### src/rtl/cobus_pkg.sv
package cobus_pkg;

    typedef enum logic [1:0] {
        REG_STATUS = 2'd0,
        REG_REQ    = 2'd1,
        REG_EN     = 2'd2,
        REG_NONE   = 2'd3
    } reg_sel_e;

    typedef enum logic {
        OWN_CORE = 1'b0,
        OWN_HOST = 1'b1
    } owner_e;

    localparam logic [15:0] NMI_VECTOR = 16'h0066;
    localparam logic [15:0] INT_VECTOR = 16'h0038;

    function automatic logic [15:0] pick_vector(input logic nmi_wins);
        return nmi_wins ? NMI_VECTOR : INT_VECTOR;
    endfunction

endpackage

### src/rtl/cobus_ctrl.sv
module cobus_ctrl
    import cobus_pkg::*;
(
    input  logic       clk,
    input  logic       rst,
    input  logic [1:0] reg_addr,
    input  logic       reg_wr,
    input  logic       reg_bit,
    input  logic       cp_boundary,
    output logic [7:0] reg_rdata,
    output logic       en_q,
    output logic       req_q,
    output logic       grant,
    output logic       cp_go,
    output logic       cp_reset,
    output logic       shutdown
);

    owner_e   owner_q;
    reg_sel_e sel;

    assign sel      = reg_sel_e'(reg_addr);
    assign shutdown = reg_wr && (sel == REG_EN) && !reg_bit && en_q;
    assign grant    = (owner_q == OWN_HOST);
    assign cp_go    = en_q && !req_q && !grant;

    always_comb begin
        reg_rdata = 8'h00;
        if (sel == REG_STATUS) reg_rdata[0] = ~grant;
    end

    always_ff @(posedge clk) begin
        if (rst) begin
            en_q     <= 1'b0;
            req_q    <= 1'b0;
            owner_q  <= OWN_CORE;
            cp_reset <= 1'b0;
        end else if (shutdown) begin
            en_q     <= 1'b0;
            req_q    <= 1'b0;
            owner_q  <= OWN_CORE;
            cp_reset <= 1'b1;
        end else begin
            cp_reset <= 1'b0;
            if (reg_wr && sel == REG_EN)  en_q  <= reg_bit;
            if (reg_wr && sel == REG_REQ) req_q <= reg_bit;
            unique case (owner_q)
                OWN_CORE: if (cp_boundary && req_q && en_q) owner_q <= OWN_HOST;
                OWN_HOST: if (!req_q)                       owner_q <= OWN_CORE;
                default:                                    owner_q <= OWN_CORE;
            endcase
        end
    end

    p_grant_at_boundary_r2: assert property (@(posedge clk) disable iff (rst)
        $rose(grant) |-> $past(req_q && en_q && cp_boundary));

    p_release_r5: assert property (@(posedge clk) disable iff (rst)
        (grant && !req_q && !shutdown) |=> !grant);

    p_reset_clears_r6: assert property (@(posedge clk) disable iff (rst)
        cp_reset |-> (!grant && !req_q && !en_q));

endmodule

### src/rtl/cobus_irq.sv
module cobus_irq
    import cobus_pkg::*;
#(
    parameter int INT_HOLD = 1710
) (
    input  logic        clk,
    input  logic        rst,
    input  logic        en_q,
    input  logic        shutdown,
    input  logic        cp_go,
    input  logic        cp_boundary,
    input  logic        cp_iff,
    input  logic        nmi_in,
    input  logic        vblank_start,
    output logic        int_line,
    output logic        irq_take,
    output logic [15:0] irq_vec
);

    localparam int CW = $clog2(INT_HOLD + 1);
    localparam logic [CW-1:0] HOLD_LOAD = CW'(INT_HOLD);

    logic [CW-1:0] hold_cnt;
    logic          nmi_prev;
    logic          nmi_pend;
    logic          nmi_rise;
    logic          slot;
    logic          take_nmi;

    assign nmi_rise = nmi_in && !nmi_prev;
    assign int_line = (hold_cnt != '0);
    assign slot     = cp_boundary && cp_go;
    assign take_nmi = slot && nmi_pend;
    assign irq_take = take_nmi || (slot && int_line && cp_iff);
    assign irq_vec  = irq_take ? pick_vector(nmi_pend) : 16'h0000;

    always_ff @(posedge clk) begin
        if (rst) begin
            hold_cnt <= '0;
        end else if (vblank_start) begin
            hold_cnt <= HOLD_LOAD;
        end else if (hold_cnt != '0) begin
            hold_cnt <= hold_cnt - 1'b1;
        end
    end

    always_ff @(posedge clk) begin
        if (rst) begin
            nmi_prev <= 1'b0;
            nmi_pend <= 1'b0;
        end else begin
            nmi_prev <= nmi_in;
            if (shutdown)
                nmi_pend <= 1'b0;
            else
                nmi_pend <= (nmi_pend && !take_nmi) || (nmi_rise && en_q);
        end
    end

    p_nmi_once_r7: assert property (@(posedge clk) disable iff (rst)
        (take_nmi && !nmi_rise) |=> !nmi_pend);

    p_line_starts_r9: assert property (@(posedge clk) disable iff (rst)
        vblank_start |=> int_line);

    p_disabled_quiet_r10: assert property (@(posedge clk) disable iff (rst)
        !en_q |-> !irq_take);

endmodule

### src/rtl/cobus_mux.sv
module cobus_mux
    import cobus_pkg::*;
#(
    parameter int AW = 16,
    parameter int DW = 8
) (
    input  logic          grant,
    input  logic          win_rd,
    input  logic          win_wr,
    input  logic [AW-1:0] win_addr,
    input  logic [DW-1:0] win_wdata,
    output logic [DW-1:0] win_rdata,
    input  logic [AW-1:0] cp_addr,
    input  logic          cp_we,
    input  logic [DW-1:0] cp_wdata,
    output logic [DW-1:0] cp_rdata,
    output logic [AW-1:0] mem_addr,
    output logic          mem_we,
    output logic [DW-1:0] mem_wdata,
    input  logic [DW-1:0] mem_rdata
);

    owner_e owner;
    assign owner = grant ? OWN_HOST : OWN_CORE;

    always_comb begin
        unique case (owner)
            OWN_HOST: begin
                mem_addr  = win_addr;
                mem_we    = win_wr;
                mem_wdata = win_wdata;
                win_rdata = win_rd ? mem_rdata : '0;
            end
            default: begin
                mem_addr  = cp_addr;
                mem_we    = cp_we;
                mem_wdata = cp_wdata;
                win_rdata = '0;
            end
        endcase
    end

    assign cp_rdata = mem_rdata;

    always_comb begin
        if (!grant) p_host_blocked_r4: assert (win_rdata == '0);
    end

endmodule

### src/rtl/cobus_arbiter.sv
module cobus_arbiter
    import cobus_pkg::*;
#(
    parameter int AW       = 16,
    parameter int DW       = 8,
    parameter int INT_HOLD = 1710
) (
    input  logic          clk,
    input  logic          rst,
    input  logic [1:0]    hreg_addr,
    input  logic          hreg_wr,
    input  logic [7:0]    hreg_wdata,
    output logic [7:0]    hreg_rdata,
    input  logic          win_rd,
    input  logic          win_wr,
    input  logic [AW-1:0] win_addr,
    input  logic [DW-1:0] win_wdata,
    output logic [DW-1:0] win_rdata,
    input  logic          cp_boundary,
    input  logic          cp_iff,
    input  logic [AW-1:0] cp_addr,
    input  logic          cp_we,
    input  logic [DW-1:0] cp_wdata,
    output logic [DW-1:0] cp_rdata,
    output logic          cp_go,
    output logic          cp_reset,
    output logic          grant,
    output logic [AW-1:0] mem_addr,
    output logic          mem_we,
    output logic [DW-1:0] mem_wdata,
    input  logic [DW-1:0] mem_rdata,
    input  logic          nmi_in,
    input  logic          vblank_start,
    output logic          int_line,
    output logic          irq_take,
    output logic [15:0]   irq_vec
);

    logic en_q;
    logic req_q;
    logic shutdown;
    logic unused_wbits;

    assign unused_wbits = ^hreg_wdata[7:1];

    cobus_ctrl u_ctrl (
        .clk         (clk),
        .rst         (rst),
        .reg_addr    (hreg_addr),
        .reg_wr      (hreg_wr),
        .reg_bit     (hreg_wdata[0]),
        .cp_boundary (cp_boundary),
        .reg_rdata   (hreg_rdata),
        .en_q        (en_q),
        .req_q       (req_q),
        .grant       (grant),
        .cp_go       (cp_go),
        .cp_reset    (cp_reset),
        .shutdown    (shutdown)
    );

    cobus_irq #(.INT_HOLD(INT_HOLD)) u_irq (
        .clk          (clk),
        .rst          (rst),
        .en_q         (en_q),
        .shutdown     (shutdown),
        .cp_go        (cp_go),
        .cp_boundary  (cp_boundary),
        .cp_iff       (cp_iff),
        .nmi_in       (nmi_in),
        .vblank_start (vblank_start),
        .int_line     (int_line),
        .irq_take     (irq_take),
        .irq_vec      (irq_vec)
    );

    cobus_mux #(.AW(AW), .DW(DW)) u_mux (
        .grant     (grant),
        .win_rd    (win_rd),
        .win_wr    (win_wr),
        .win_addr  (win_addr),
        .win_wdata (win_wdata),
        .win_rdata (win_rdata),
        .cp_addr   (cp_addr),
        .cp_we     (cp_we),
        .cp_wdata  (cp_wdata),
        .cp_rdata  (cp_rdata),
        .mem_addr  (mem_addr),
        .mem_we    (mem_we),
        .mem_wdata (mem_wdata),
        .mem_rdata (mem_rdata)
    );

    p_go_blocked_r2: assert property (@(posedge clk) disable iff (rst)
        (grant || req_q) |-> !cp_go);

    p_disabled_stall_r10: assert property (@(posedge clk) disable iff (rst)
        !en_q |-> (!cp_go && !grant));

endmodule

### config.mk
export PLATFORM = sky130hd
export DESIGN_NAME = cobus_arbiter
export DESIGN_NICKNAME = d
export VERILOG_FILES = /design/src/rtl/cobus_pkg.sv /design/src/rtl/cobus_ctrl.sv /design/src/rtl/cobus_irq.sv /design/src/rtl/cobus_mux.sv /design/src/rtl/cobus_arbiter.sv
export SDC_FILE = /design/constraint.sdc
export NUM_CORES = 1
export LEC_CHECK = 0
export ABC_AREA = 1
export CAP_MARGIN = 20
export CORE_ASPECT_RATIO = 1.2
export CORE_MARGIN = 2
export CORE_UTILIZATION = 28
export CTS_CLUSTER_SIZE = 12
export DETAILED_ROUTE_END_ITERATION = 8
export PLACE_DENSITY = 0.77
export SYNTH_ARGS = -nofsm -noshare
export SYNTH_HDL_FRONTEND = slang
export SYNTH_HIERARCHICAL = 1
export SYNTH_SLANG_ARGS = --single-unit
### constraint.sdc
create_clock -name clk -period 1.45 [get_ports clk]
set_clock_uncertainty 0.2 [all_clocks]
set_input_delay 0.29 -clock clk [delete_from_list [all_inputs] [get_ports clk]]
set_output_delay 0.29 -clock clk [all_outputs]
set_load 0.03 [all_outputs]
Yosys cells after proc, flatten, opt, wreduce, memory -nomap -nowiden
Index checks and enable logic that the tools add are counted.
- flip-flop bits (word level): 17
- bits of input ports: 76
- output and inout bits: 70
- word-level logic and storage cells: 54
- $add $sub $neg: 1
- equal/unequal tests: 2
- muxes and demuxes: 15
- bitwise operators: 1
- reductions and logical operators: 27
- operator list (operator ; count):
    two-way mux 16 bit ; 2
    two-way mux 8 bit ; 3
    two-way mux 11 bit ; 2
    logical AND 1 bit ; 15
    nonzero test 11 bit ; 1
    subtractor 11 x 1 -> 11 bit (second input constant) ; 1
    two-way mux 7 bit ; 1
    two-way mux 1 bit ; 6
    zero test 1 bit ; 5
    OR reduction 2 bit ; 2
    equality test 2 x 1 -> 1 bit (second input constant) ; 1
    equality test 2 bit (second input constant) ; 1
    zero test 2 bit ; 1
    logical OR 1 bit ; 2
    case mux 1 bit (2 select lines) ; 1
    nonzero test 2 bit ; 1
    NOT 1 bit ; 1

Logic depth before layout (Yosys ltp)
- depth after elaboration: 8
- depth in mapped cells: 9
- mapped depth without buffers: 9

Modules after synthesis
Netlist, hierarchy kept.
- modules (own cells, without submodules) (module ; times used ; cells each ; area each (µm²) ; sequential area each (µm²)):
    cobus_irq ; 1 ; 132 ; 890.9 ; 260.2
    cobus_mux ; 1 ; 106 ; 460.4 ; 0.0
    cobus_ctrl ; 1 ; 36 ; 246.5 ; 80.1

Least setup slack after synthesis
OpenSTA, ideal clock, no wires.
- path kind: register to output
- start point: register u_ctrl.owner_q (netlist: u_ctrl/grant)
- end point: output irq_vec[5]
- arrival time: 2.586 ns
- data required time: 0.960 ns
- path slack: -1.626 ns
- cell stages (with the launch flop): 5
- buffers on the path: 1
- path through: dfxtp_1 > nor3b_1 > nand2_1 > o21ai_0 > buf_4
- word-level cells in the longest chain between the ends: 7
- elaborated cells between the ends (all ways): 8
- those cells by class: 1 x mux; 7 x reduce/logical
- ends and longest elaborated chain (what ; line ; RTL):
    start: declaration ; cobus_ctrl.sv:19 ; owner_e owner_q;
    start signal: assignment ; cobus_ctrl.sv:36 ; owner_q <= OWN_CORE;
    start signal: assignment ; cobus_ctrl.sv:41 ; owner_q <= OWN_CORE;
    start signal: assignment ; cobus_ctrl.sv:48 ; OWN_CORE: if (cp_boundary && req_q && en_q) owner_q <= OWN_HOST;
    zero test 1 bit (*) ; - ;
    logical AND 1 bit (*) ; cobus_ctrl.sv:25 ; assign cp_go = en_q && !req_q && !grant;
    net cp_go ; cobus_arbiter.sv:25 ; output logic cp_go,
    logical AND 1 bit (*) ; cobus_irq.sv:32 ; assign slot = cp_boundary && cp_go;
    logical AND 1 bit (2 in a row) ; cobus_irq.sv:34 ; assign irq_take = take_nmi || (slot && int_line && cp_iff);
    logical OR 1 bit (*) ; cobus_irq.sv:34 ;
    net irq_take ; cobus_arbiter.sv:35 ; output logic irq_take,
    two-way mux 16 bit (*) ; cobus_irq.sv:35 ; assign irq_vec = irq_take ? pick_vector(nmi_pend) : 16'h0000;
    end: declaration ; cobus_arbiter.sv:36 ; output logic [15:0] irq_vec
Mark *: on every way through the listed nets, which the timed path passes. The rest lies on a longest branch.

Final worst setup path
- start point: register u_irq.hold_cnt[1]
- end point: output irq_vec[3]
- word-level cells in the longest chain between the ends: 5
- ends and longest elaborated chain (what ; line ; RTL):
    start: declaration ; cobus_irq.sv:23 ; logic [CW-1:0] hold_cnt;
    start signal: assignment ; cobus_irq.sv:43 ; hold_cnt <= hold_cnt - 1'b1;
    nonzero test 11 bit ; cobus_irq.sv:31 ; assign int_line = (hold_cnt != '0);
    logical AND 1 bit (2 in a row) ; cobus_irq.sv:34 ;
    logical OR 1 bit ; cobus_irq.sv:34 ;
    two-way mux 16 bit ; cobus_irq.sv:35 ;
No other way between the ends.

==> flow_metrics.tcl <==
set metrics [dict create \
    synthMuxAreaShare 0 \
    arrival_ns 1.51 \
    grt_overflow 0 \
    first_pass_iters 4 \
    pwr_density_cell_mw_per_mm2 516 \
    cts_root_buf "clkbuf_8" \
    clock_path_buffers 2 \
    drt_iter0_drc 118 \
    critPathMaxStageDelay_ns 0.34 \
    rsz0062_at_grt "yes" \
    outcome "finished, violations left" \
    postSynthCellCount 274 \
    mostFrequentLayoutCells "clkdlybuf4s50_1, buf_6, nand2_2" \
    clock.fmax_ghz 0.500 \
    crit_required_ns 0.96 \
    synth_compound_area_frac 0.0501 \
    violations "setup timing" \
    syn2layout_area_growth_pct 142 \
    drc_errors 0 \
    cts_tree "built" \
    port_buffers 121 \
    grt_pass1_wl_mm 11.0 \
    drive_above_1_share 0.565 \
    ys.flop_type "dfxtp_1" \
    holdWs_ns 0.324 \
    vias_per_cell 4.89 \
    die_h_um 86.8 \
    hold_viol_final 0 \
    drt-total-wl_mm 9.15 \
    critical_path_class "register to primary output" \
    synth_xor_area_frac 0.00548 \
    vias 2415 \
    core_mm2 0.00559 \
    synth_edf_count 0 \
    clkSinkCount 17 \
    seq_area_frac_synth 0.213 \
    io_pins 146 \
    die_area_mm2 0.00633 \
    yosysTopAreaCellShare 0.242 \
    final_common_cell "clkdlybuf4s50_1" \
    die_w_um 73.0 \
    ys_types 25 \
    synth_simple_gate_area_share 0.453 \
    final_max_slew_viol_count 0 \
    period_share 1.38 \
    path_clk_slew_ns 0.07 \
    synth_top_family_by_area "simple AND/OR/NAND/NOR gates" \
    synth_area_leaders "nand2_1, dfxtp_1, buf_4" \
    power_mw 1.99 \
    cts_max_level 1 \
    holdCritPathClass "register to register" \
    finalWorstSetupSlack_ns -0.548 \
    syn_area_per_cell_um2 5.83 \
    setup_viol 54 \
    finish.net_count 509 \
    num_rows 30 \
    grt_max_degree 14 \
    clk_latency_ns 0.26 \
    start_util 0.286 \
    ys_warn_count 6 \
    path_cells "inv_2, ha_4, nand2_2, nor2_1, nand2_1, nand4_1, buf_6, nor2_4, buf_6" \
    end_kind "primary output" \
    grt_antenna_before_repair 0 \
    ys_ff_latch 17 \
    grt.total_usage 0.226 \
    ant_nets 0 \
    slowest_stage "dfxtp_2" \
    synth_top_cell_by_area "nand2_1" \
    ir_drop_uv 423 \
    drt-wirelength-per-cell_um 18.5 \
    diodes 0 \
    worstSetupStartpointType "register" \
    critPathMostFrequentCell "buf_6" \
    async_reset_ff_frac 0 \
    cts_buffers 3 \
    grt_pass1_vias 2234 \
    path_max_fanout 2 \
    detailed_place_hpwl_mm 5.04 \
    p_leak_nw 1.85 \
    gp_congestion 0.887 \
    yosys.area_share.adder 0.0157 \
    syn-cell-area_mm2 0.00160 \
    cap_violations 0 \
    min_period_ns 2.00 \
]
synth_stat cells (2+ instances only):
master / instances
a21oi_1: 8
nor2_1: 24
nand4_1: 3
dfxtp_1: 17
ha_1: 2
nand2_1: 103
nor2_2: 6
buf_6: 3
o21ai_0: 5
nand2_4: 2
nand3_1: 19
inv_1: 35
conb_1: 2
nor2_4: 4
buf_4: 31
critical path, delay by kind of cell (launching register included):
kind / cells / cell delay [ns]
buffers and inverters: 3 / 0.36
flip-flops: 1 / 0.34
adder cells (fa/ha/maj): 1 / 0.16
AND/OR/NAND/NOR: 5 / 0.40
stage by stage:
step | setup slack [ns] | area (um2) | setup TNS, ns | instances | utilization
global placement | -0.509 | 3000 | -11.27 | 476 | 0.536
global route | -0.618 | 3860 | -19.43 | 494 | 0.691
CTS | -0.586 | 3620 | -19.01 | 493 | 0.647
finish | -0.548 | 3860 | -17.41 | 494 | 0.691
floorplan | -0.578 | 1820 | -3.40 | 289 | -
detailed placement | -0.519 | 3000 | -11.69 | 476 | 0.536
flip-flops by register name, summed over array words and instances (netlist names):
name             flops
u_irq/nmi_prev       1
u_ctrl/cp_reset      1
u_ctrl/grant         1
u_ctrl/en_q          1
u_ctrl/req_q         1
u_irq/hold_cnt      11
u_irq/nmi_pend       1
power breakdown:
| group | total (mW) | switching (mW) | internal, mW | leakage, nW |
|---|---|---|---|---|
| Sequential | 0.519 | 0.0222 | 0.497 | 0.143 |
| Combinational | 1.11 | 0.580 | 0.526 | 1.68 |
| Clock | 0.369 | 0.178 | 0.191 | 0.0255 |
| Total | 1.99 | 0.780 | 1.21 | 1.85 |
layer usage:
layer	GRT usage	up-vias	wire (um)
met1	0.244	1138	3160
met5	0	-	0
met4	0.0589	0	417
met2	0.440	144	4850
met3	0.0442	36	733
li1	-	1097	-
kinds of logic (layout without fill, tap and decap cells):
group / count (synthesis) / after routing
and+or+nand+nor: 165 / 165
buffers and inverters: 72 / 213
DFF: 17 / 17
AOI/OAI and AO/OA: 15 / 15
adders and majority gates: 2 / 2
other: 2 / 17
xor gates and xnor gates: 1 / 1
final cells by class:
cell class,instances,area [um2]
Timing Repair Buffer,169,1730
Fill cell,399,1730
Multi-Input combinational cell,200,1460
Sequential cell,17,354
Inverter,37,158
Tap cell,64,80.1
Clock buffer,3,41.3
Timing Repair inverter,3,38.8
Clock inverter,1,5.00
path summary, 6_finish.rpt:
path	depth (start not counted)	from	slack (ns)	to
max	9	u_irq/hold_cnt[1]$_SDFFE_PP0P_	-0.55	irq_vec[3]
min	3	u_irq/nmi_prev$_SDFF_PP0_	0.32	u_irq/nmi_pend$_SDFF_PP0_
max reg2reg	11	u_irq/hold_cnt[1]$_SDFFE_PP0P_	-0.13	u_irq/hold_cnt[9]$_SDFFE_PP0P_
min reg2reg	3	u_irq/nmi_prev$_SDFF_PP0_	0.32	u_irq/nmi_pend$_SDFF_PP0_
timing repair:
item / in CTS / in global routing
gates cloned: 5 / 2
endpoints found under the hold margin: 0 / 0
resized for setup: 116 / 83
hold buffers: 0 / 0
setup endpoints to repair: 55 / 58
setup buffers: 10 / 7
pin swaps: 12 / 20
Note: power is estimated with default switching activity, not from simulation.
